[config.mk]
export PLATFORM = sky130hd
export DESIGN_NAME = cluster_pwr_ctrl
export DESIGN_NICKNAME = d
export VERILOG_FILES = /design/src/rtl/cpc_pkg.sv /design/src/rtl/cpc_occupancy.sv /design/src/rtl/cpc_wait_timer.sv /design/src/rtl/cpc_sequencer.sv /design/src/rtl/cluster_pwr_ctrl.sv
export SDC_FILE = /design/constraint.sdc
export NUM_CORES = 1
export LEC_CHECK = 0
export ABC_AREA = 1
export BUFFER_PORTS_ARGS = -buffer_cell sky130_fd_sc_hd__buf_4
export CORE_UTILIZATION = 40
export CTS_CLUSTER_SIZE = 14
export DETAILED_ROUTE_END_ITERATION = 8
export PLACE_DENSITY_LB_ADDON = 0.15
export RECOVER_POWER = 25
export SLEW_MARGIN = 20
export SYNTH_ARGS = -nofsm -noshare
export SYNTH_HDL_FRONTEND = slang
export SYNTH_SLANG_ARGS = --single-unit
[constraint.sdc]
create_clock -name clk -period 2.6 [get_ports clk]
set_clock_uncertainty 0.05 [all_clocks]
set_input_delay 0.52 -clock clk [delete_from_list [all_inputs] [get_ports clk]]
set_output_delay 0.52 -clock clk [all_outputs]
set_load 0.02 [all_outputs]
[src/rtl/cpc_pkg.sv]
// Shared types for the cluster power sequencer.
package cpc_pkg;
    typedef enum logic [3:0] {
        S_IDLE, S_CU_COH, S_CU_POR, S_CU_RST, S_CU_GATE, S_CU_REL, S_CU_COHREL,
        S_CP_RST, S_CP_GATE, S_CP_REL, S_K_WAIT, S_K_GATE, S_L2_WAIT,
        S_CD_RST, S_CD_GATE, S_DONE
    } seq_state_e;

    localparam logic [1:0] RESP_OK     = 2'd0;
    localparam logic [1:0] RESP_REJECT = 2'd1;
    localparam logic [1:0] RESP_FAIL   = 2'd2;
endpackage

[src/rtl/cpc_occupancy.sv]
// Per-core online table. One set port (boot completion) and one clear port
// (core retire) may act in the same cycle; set wins on the same index.
// Assumes only the boot core (flat index 0) is online after reset.
module cpc_occupancy #(
    parameter int NCL = 2,
    parameter int NCO = 4,
    localparam int NC = NCL * NCO,
    localparam int IW = $clog2(NC)
) (
    input  logic          clk,
    input  logic          rst_n,
    input  logic          set_en,
    input  logic [IW-1:0] set_idx,
    input  logic          clr_en,
    input  logic [IW-1:0] clr_idx,
    output logic [NC-1:0] online,
    output logic [NCL-1:0] clus_down
);
    logic [NC-1:0] set_mask, clr_mask;

    // Decode the two update ports into masks.
    always_comb begin
        set_mask = '0;
        clr_mask = '0;
        if (set_en) set_mask[set_idx] = 1'b1;
        if (clr_en) clr_mask[clr_idx] = 1'b1;
    end

    // Apply both updates to the table.
    always_ff @(posedge clk) begin
        if (!rst_n) online <= NC'(1);
        else        online <= (online & ~clr_mask) | set_mask;
    end

    // A cluster is down when none of its entries is set.
    for (genvar c = 0; c < NCL; c++) begin : g_down
        assign clus_down[c] = ~|online[c*NCO +: NCO];
    end
endmodule

[src/rtl/cpc_wait_timer.sv]
// Poll-interval and timeout counters for the status waits. Restarted on
// every sequencer state change; the timeout count saturates.
module cpc_wait_timer #(
    parameter int TIMEOUT_CYC = 100000,
    parameter int POLL_CYC    = 16,
    localparam int TW = $clog2(TIMEOUT_CYC + 1),
    localparam int PW = (POLL_CYC > 1) ? $clog2(POLL_CYC) : 1
) (
    input  logic clk,
    input  logic rst_n,
    input  logic restart,
    output logic poll_tick,
    output logic expired
);
    logic [TW-1:0] tcnt;
    logic [PW-1:0] pcnt;

    // Count elapsed cycles and poll phase.
    always_ff @(posedge clk) begin
        if (!rst_n || restart) begin
            tcnt <= '0;
            pcnt <= '0;
        end else begin
            if (tcnt != TW'(TIMEOUT_CYC)) tcnt <= tcnt + 1'b1;
            pcnt <= (pcnt == PW'(POLL_CYC - 1)) ? '0 : pcnt + 1'b1;
        end
    end

    assign poll_tick = (pcnt == PW'(POLL_CYC - 1));
    assign expired   = (tcnt == TW'(TIMEOUT_CYC));
endmodule

[src/rtl/cpc_sequencer.sv]
// Request sequencer: cluster power-up, core power-up, core kill with WFI
// wait, last-core cluster power-down. One step per cycle; all power and
// reset controls are registers. Assumes requests only arrive while idle.
module cpc_sequencer
    import cpc_pkg::*;
#(
    parameter int NCL = 2,
    parameter int NCO = 4,
    parameter logic [NCL-1:0] LITTLE_MASK = 1,
    localparam int NC  = NCL * NCO,
    localparam int IW  = $clog2(NC),
    localparam int CLW = $clog2(NCL),
    localparam int COW = $clog2(NCO)
) (
    input  logic           clk,
    input  logic           rst_n,
    input  logic           req_valid,
    input  logic           req_kill,
    input  logic [CLW-1:0] req_cluster,
    input  logic [COW-1:0] req_core,
    output logic           req_ready,
    output logic           resp_valid,
    output logic [1:0]     resp_code,
    output logic           kill_timeout,
    input  logic [NC-1:0]  online,
    input  logic [NCL-1:0] clus_down,
    input  logic [NC-1:0]  wfi_core,
    input  logic [NCL-1:0] wfi_l2,
    input  logic           poll_tick,
    input  logic           expired,
    output logic           timer_restart,
    output logic           set_en,
    output logic [IW-1:0]  set_idx,
    output logic [NC-1:0]  core_por_n,
    output logic [NC-1:0]  core_gate,
    output logic [NC-1:0]  dbg_rst_n,
    output logic [NC-1:0]  trace_rst_n,
    output logic [NCL-1:0] dbgsoc_rst_n,
    output logic [NCL-1:0] hbus_rst_n,
    output logic [NCL-1:0] l2_rst_n,
    output logic [NCL-1:0] coh_inactive,
    output logic [NCL-1:0] clus_gate
);
    seq_state_e     state, state_d;
    logic [CLW-1:0] cl_q;
    logic [COW-1:0] co_q;
    logic [1:0]     code_q;
    logic [IW-1:0]  idx, base, ridx;
    logic           little, core_idle, l2_idle;

    assign ridx      = IW'(req_cluster) * IW'(NCO) + IW'(req_core);
    assign base      = IW'(cl_q) * IW'(NCO);
    assign idx       = base + IW'(co_q);
    assign little    = LITTLE_MASK[cl_q];
    assign core_idle = poll_tick && !online[idx] && wfi_core[idx];
    assign l2_idle   = poll_tick && wfi_l2[cl_q];

    // Next-state selection.
    always_comb begin
        state_d = state;
        case (state)
            S_IDLE: if (req_valid) begin
                if (req_kill)                state_d = S_K_WAIT;
                else if (online[ridx])       state_d = S_DONE;
                else if (clus_down[req_cluster]) state_d = S_CU_COH;
                else                         state_d = S_CP_RST;
            end
            S_CU_COH:    state_d = S_CU_POR;
            S_CU_POR:    state_d = S_CU_RST;
            S_CU_RST:    state_d = S_CU_GATE;
            S_CU_GATE:   state_d = S_CU_REL;
            S_CU_REL:    state_d = S_CU_COHREL;
            S_CU_COHREL: state_d = S_CP_RST;
            S_CP_RST:    state_d = S_CP_GATE;
            S_CP_GATE:   state_d = S_CP_REL;
            S_CP_REL:    state_d = S_DONE;
            S_K_WAIT:    if (core_idle) state_d = S_K_GATE;
                         else if (expired) state_d = S_DONE;
            S_K_GATE:    state_d = clus_down[cl_q] ? S_L2_WAIT : S_DONE;
            S_L2_WAIT:   if (l2_idle) state_d = S_CD_RST;
                         else if (expired) state_d = S_DONE;
            S_CD_RST:    state_d = S_CD_GATE;
            S_CD_GATE:   state_d = S_DONE;
            default:     state_d = S_IDLE;
        endcase
    end

    // State register and the control action of each step.
    always_ff @(posedge clk) begin
        if (!rst_n) begin
            state        <= S_IDLE;
            cl_q         <= '0;
            co_q         <= '0;
            code_q       <= RESP_OK;
            kill_timeout <= 1'b0;
            core_por_n   <= NC'(1);
            core_gate    <= ~NC'(1);
            dbg_rst_n    <= NC'(1);
            trace_rst_n  <= NC'(1);
            dbgsoc_rst_n <= NCL'(1);
            hbus_rst_n   <= NCL'(1);
            l2_rst_n     <= NCL'(1);
            coh_inactive <= ~NCL'(1);
            clus_gate    <= ~NCL'(1);
        end else begin
            state <= state_d;
            case (state)
                S_IDLE: if (req_valid) begin
                    cl_q         <= req_cluster;
                    co_q         <= req_core;
                    kill_timeout <= 1'b0;
                    code_q       <= (!req_kill && online[ridx]) ? RESP_REJECT : RESP_OK;
                end
                S_CU_COH: coh_inactive[cl_q] <= 1'b1;
                S_CU_POR: core_por_n[base +: NCO] <= '0;
                S_CU_RST: begin
                    dbgsoc_rst_n[cl_q] <= 1'b0;
                    hbus_rst_n[cl_q]   <= 1'b0;
                    l2_rst_n[cl_q]     <= 1'b0;
                    dbg_rst_n[base +: NCO] <= '0;
                    if (little) trace_rst_n[base +: NCO] <= '0;
                end
                S_CU_GATE: clus_gate[cl_q] <= 1'b0;
                S_CU_REL: begin
                    dbgsoc_rst_n[cl_q] <= 1'b1;
                    hbus_rst_n[cl_q]   <= 1'b1;
                    l2_rst_n[cl_q]     <= 1'b1;
                end
                S_CU_COHREL: coh_inactive[cl_q] <= 1'b0;
                S_CP_RST: begin
                    core_por_n[idx] <= 1'b0;
                    dbg_rst_n[idx]  <= 1'b0;
                    if (little) trace_rst_n[idx] <= 1'b0;
                end
                S_CP_GATE: core_gate[idx] <= 1'b0;
                S_CP_REL: begin
                    core_por_n[idx] <= 1'b1;
                    dbg_rst_n[idx]  <= 1'b1;
                    if (little) trace_rst_n[idx] <= 1'b1;
                end
                S_K_WAIT: if (!core_idle && expired) begin
                    code_q       <= RESP_FAIL;
                    kill_timeout <= 1'b1;
                end
                S_K_GATE: core_gate[idx] <= 1'b1;
                S_CD_RST: begin
                    dbgsoc_rst_n[cl_q] <= 1'b0;
                    hbus_rst_n[cl_q]   <= 1'b0;
                    l2_rst_n[cl_q]     <= 1'b0;
                end
                S_CD_GATE: clus_gate[cl_q] <= 1'b1;
                default: ;
            endcase
        end
    end

    assign req_ready     = (state == S_IDLE);
    assign resp_valid    = (state == S_DONE);
    assign resp_code     = code_q;
    assign timer_restart = (state_d != state);
    assign set_en        = (state == S_CP_REL);
    assign set_idx       = idx;
endmodule

[src/rtl/cluster_pwr_ctrl.sv]
// Top level: occupancy table, wait timer and sequencer. Timeout budget in
// cycles is derived from the clock frequency and a microsecond budget.
// Assumes at least two clusters and a power-of-two core count.
module cluster_pwr_ctrl #(
    parameter int NUM_CLUSTERS      = 2,
    parameter int CORES_PER_CLUSTER = 4,
    parameter int CLK_HZ            = 200_000_000,
    parameter int TIMEOUT_US        = 100_000,
    parameter int POLL_CYC          = 64,
    parameter logic [NUM_CLUSTERS-1:0] LITTLE_MASK = 1,
    localparam int NC          = NUM_CLUSTERS * CORES_PER_CLUSTER,
    localparam int IW          = $clog2(NC),
    localparam int CLW         = $clog2(NUM_CLUSTERS),
    localparam int COW         = $clog2(CORES_PER_CLUSTER),
    localparam int TIMEOUT_CYC = (CLK_HZ / 1_000_000) * TIMEOUT_US
) (
    input  logic                    clk,
    input  logic                    rst_n,
    input  logic                    req_valid,
    input  logic                    req_kill,
    input  logic [CLW-1:0]          req_cluster,
    input  logic [COW-1:0]          req_core,
    output logic                    req_ready,
    output logic                    resp_valid,
    output logic [1:0]              resp_code,
    output logic                    kill_timeout,
    input  logic                    retire_valid,
    input  logic [CLW-1:0]          retire_cluster,
    input  logic [COW-1:0]          retire_core,
    input  logic [NC-1:0]           wfi_core,
    input  logic [NUM_CLUSTERS-1:0] wfi_l2,
    output logic [NC-1:0]           core_por_n,
    output logic [NC-1:0]           core_gate,
    output logic [NC-1:0]           dbg_rst_n,
    output logic [NC-1:0]           trace_rst_n,
    output logic [NUM_CLUSTERS-1:0] dbgsoc_rst_n,
    output logic [NUM_CLUSTERS-1:0] hbus_rst_n,
    output logic [NUM_CLUSTERS-1:0] l2_rst_n,
    output logic [NUM_CLUSTERS-1:0] coh_inactive,
    output logic [NUM_CLUSTERS-1:0] clus_gate
);
    logic [NC-1:0]           online;
    logic [NUM_CLUSTERS-1:0] clus_down;
    logic                    set_en, timer_restart, poll_tick, expired;
    logic [IW-1:0]           set_idx, clr_idx;

    assign clr_idx = IW'(retire_cluster) * IW'(CORES_PER_CLUSTER) + IW'(retire_core);

    cpc_occupancy #(.NCL(NUM_CLUSTERS), .NCO(CORES_PER_CLUSTER)) u_occ (
        .clk(clk), .rst_n(rst_n),
        .set_en(set_en), .set_idx(set_idx),
        .clr_en(retire_valid), .clr_idx(clr_idx),
        .online(online), .clus_down(clus_down)
    );

    cpc_wait_timer #(.TIMEOUT_CYC(TIMEOUT_CYC), .POLL_CYC(POLL_CYC)) u_tmr (
        .clk(clk), .rst_n(rst_n), .restart(timer_restart),
        .poll_tick(poll_tick), .expired(expired)
    );

    cpc_sequencer #(.NCL(NUM_CLUSTERS), .NCO(CORES_PER_CLUSTER),
                    .LITTLE_MASK(LITTLE_MASK)) u_seq (
        .clk(clk), .rst_n(rst_n),
        .req_valid(req_valid), .req_kill(req_kill),
        .req_cluster(req_cluster), .req_core(req_core),
        .req_ready(req_ready), .resp_valid(resp_valid),
        .resp_code(resp_code), .kill_timeout(kill_timeout),
        .online(online), .clus_down(clus_down),
        .wfi_core(wfi_core), .wfi_l2(wfi_l2),
        .poll_tick(poll_tick), .expired(expired),
        .timer_restart(timer_restart),
        .set_en(set_en), .set_idx(set_idx),
        .core_por_n(core_por_n), .core_gate(core_gate),
        .dbg_rst_n(dbg_rst_n), .trace_rst_n(trace_rst_n),
        .dbgsoc_rst_n(dbgsoc_rst_n), .hbus_rst_n(hbus_rst_n),
        .l2_rst_n(l2_rst_n), .coh_inactive(coh_inactive),
        .clus_gate(clus_gate)
    );
endmodule

==> key figures <==
Logic synthesis
  • Synth area leader: dfxtp_1
  • Mapped Cells: 638
  • EDFF count, synth: 0
  • Syn Area/Cell: 6.805 um^2
  • Post-Syn Area: 4342 um^2
  • Most frequent cells after synthesis: nand2_1 (131), inv_1 (90), dfxtp_1 (86)
  • Top cells by area, synth: dfxtp_1 (40%), nand2_1 (11%), inv_1 (7.8%)
  • Distinct cells, synth: 34
  • Synth Flop Type: dfxtp_1
  • Post-synth net total: 662
  • Yosys top cell area share: 39.65%
  • Async SR Flop Fraction: 0%
  • Count leader, synth: nand2_1
  • Seq/Total Area, Yosys: 39.65%
  • Synth warnings: 0
  • Seq cells post-synth: 86

STA
  • Hold_ws: 379.8 ps
  • Pins Over Slew Limit: 0
  • RSZ-0062 raised after global routing: no
  • Worst slew pin tran: 852.1 ps
  • Sum of negative setup slack: 0 ps
  • Setup-failing EPs final: 0
  • Shortest period the worst path allows: 2244 ps
  • FMAX: 445.6 MHz
  • Worst setup margin: 355.8 ps
  • Relative slew slack: 43.19%
  • Hold Violations, Final: 0
  • Final Cycle Share: 86.32%

Pwr
  • Total power divided by cell area: 767.7 nW/um^2
  • Leakage: 0.002188 uW
  • VDD IR max: 0.0004331 V

Worst setup path
  • Slowest-stage cell, CP: dfxtp_1
  • Origin of the worst setup path: u_tmr.pcnt[0]
  • Arrival @ worst endpoint: 2480 ps
  • Critical Path RT: 2840 ps
  • Top fanout value on the critical path: 26
  • CP Cell Sequence: ha_1 > nand3_1 > nor2_1 > nand3_1 > nor2_1 > nand3_2 > nand2_1 > nand3_1 > nand2_1 > nand2_1 > nor2_2 > nand2_4 > nor2_1
  • Delay of the slowest critical-path stage: 360 ps
  • Startpoint Class: register
  • Setup CP Type: reg -> reg
  • RR Startpoint: u_tmr.pcnt[0]
  • Crit. End Element: register

Floorplanning
  • Horiz. Die Dim: 106.2 um
  • Core ar.: 10420 um^2
  • I/O pins: 68
  • Starting Density: 41.68%
  • Row cnt: 37
  • Die Area: 11280 um^2
  • Die H: 106.2 um

Cells and area
  • Area of the multi-input gates: 2148 um^2
  • NumNets Final: 732
  • Fraction of layout cells with a size suffix above 1: 13.18%
  • # diodes: 0
  • Flip-flop and latch area: 1722 um^2
  • Synthesis-to-layout area growth: 16.69%
  • Final Instance Count excl. Fillers: 849
  • # fillers: 1080

Clock network
  • Num CTS Buffers: 9
  • # resized after CTS: 0
  • Hold_buf cts: 0
  • Clock Sinks: 86
  • Clock Tree Buf Depth: 2
  • CTS Root Cell: clkbuf_8
  • CTS H-tree lvls: 3
  • Post-CTS Setup Bufs: 0
  • TritonCTS clock tree: built
  • Clock latency on the worst-skew pair: 360 ps
  • Worst-path clk slew: 90 ps

Place
  • Routability congestion estimate: 0.9266
  • DPL Wire Length: 8.519 mm
  • Port bufs: 67
  • Pre-CTS setup slack: 361.9 ps
  • DP Cell Count: 833

Routing
  • Routed length per placed instance: 13.10 um
  • Routed WL: 11.13 mm
  • Vias per cell: 5.025
  • Routed Antenna Nets: 0
  • Total number of vias: 4266
  • 1st-iter DRT viols: 237
  • Post-route DRC: 0
  • First drt pass iteration count: 5

Worst hold path
  • Worst Hold Class: reg -> reg
  • Hold path start: u_seq.trace_rst_n[6]

Job
  • Max_cap viols: 0

Global routing
  • Grt total ovfl: 0
  • Largest net degree at the start of global routing: 40
  • Number of global-route vias before repair: 3751
  • Global-route wire length before repair: 18.29 mm
  • Initial antenna violation count: 0
  • GRT Overall Usage: 20.29%

Run status
  • Status: completed
## layout by cell type (no fill, tap or decap), drive strengths merged, types with 2 or more instances in the layout
cell	synthesis	layout
a211oi	3	3
a21oi	53	53
buf	12	48
clkbuf	5	37
clkinv	0	2
dfxtp	86	86
ha	3	3
inv	95	99
nand2	134	134
nand3	39	39
nand4	7	7
nor2	97	97
nor3	16	16
o211ai	4	4
o21ai	51	51
o22ai	2	2
xnor2	10	10
xor2	15	15
## cell type report
| class | instances | share of cell area (%) |
|---|---|---|
| Inverter | 95 | 7.039 |
| Sequential cell | 86 | 33.98 |
| Tap cell | 136 | 3.359 |
| Multi-Input combinational cell | 440 | 42.41 |
| Timing Repair Buffer | 76 | 9.212 |
| Clock inverter | 7 | 1.556 |
| Clock buffer | 9 | 2.445 |
## report_power, final
| part | internal (uW) | switching, uW | leakage, uW |
|---|---|---|---|
| combinational | 411 | 969 | 0.00139 |
| clock | 459 | 529 | 0.000105 |
| sequential | 1420 | 104 | 0.000696 |
| total | 2290 | 1600 | 0.00219 |
## path summary, 6_finish.rpt
kind | end | slack, ps | cells after the start
max reg2reg | u_tmr.tcnt[0] | 360 | 13
min | u_seq.trace_rst_n[6] | 380 | 2
min reg2reg | u_seq.trace_rst_n[6] | 380 | 2
max | u_tmr.tcnt[0] | 360 | 13
## layer usage
| metal | GRT usage, % | routed length (um) |
|---|---|---|
| met2 | 29.22 | 4549 |
| met3 | 3.617 | 785 |
| met4 | 4.960 | 116 |
| met1 | 30.82 | 5674 |
| met5 | 0 | 0 |
## through the flow
step / instance area, um^2 / util [%] / total power [uW]
2_1_floorplan: 4342 / - / 2571
3_3_place_gp: 4967 / 47.69 / 2932
3_5_place_dp: 4967 / 47.69 / 2938
4_1_cts: 5170 / 49.63 / 3931
5_1_grt: 5066 / 48.64 / 4155
6_report: 5066 / 48.64 / 3889
## cell families (layout without fill, tap and decap cells)
family | count (synthesis) | in the layout | synth area share, %
compound gates | 116 | 116 | 14.21
xor+xnor | 25 | 25 | 5.043
fa+ha+maj | 3 | 3 | 0.8646
buf+inv | 112 | 187 | 10.86
flops | 86 | 86 | 39.65
simple gates | 296 | 296 | 29.37
## worst max-delay path: cells and delay by family (launching register included)
kind / cells / cell delay (ps)
DFF: 1 / 360
and+or+nand+nor: 12 / 1570
adders and majority gates: 1 / 190
Power figures use the tool's default switching activity.
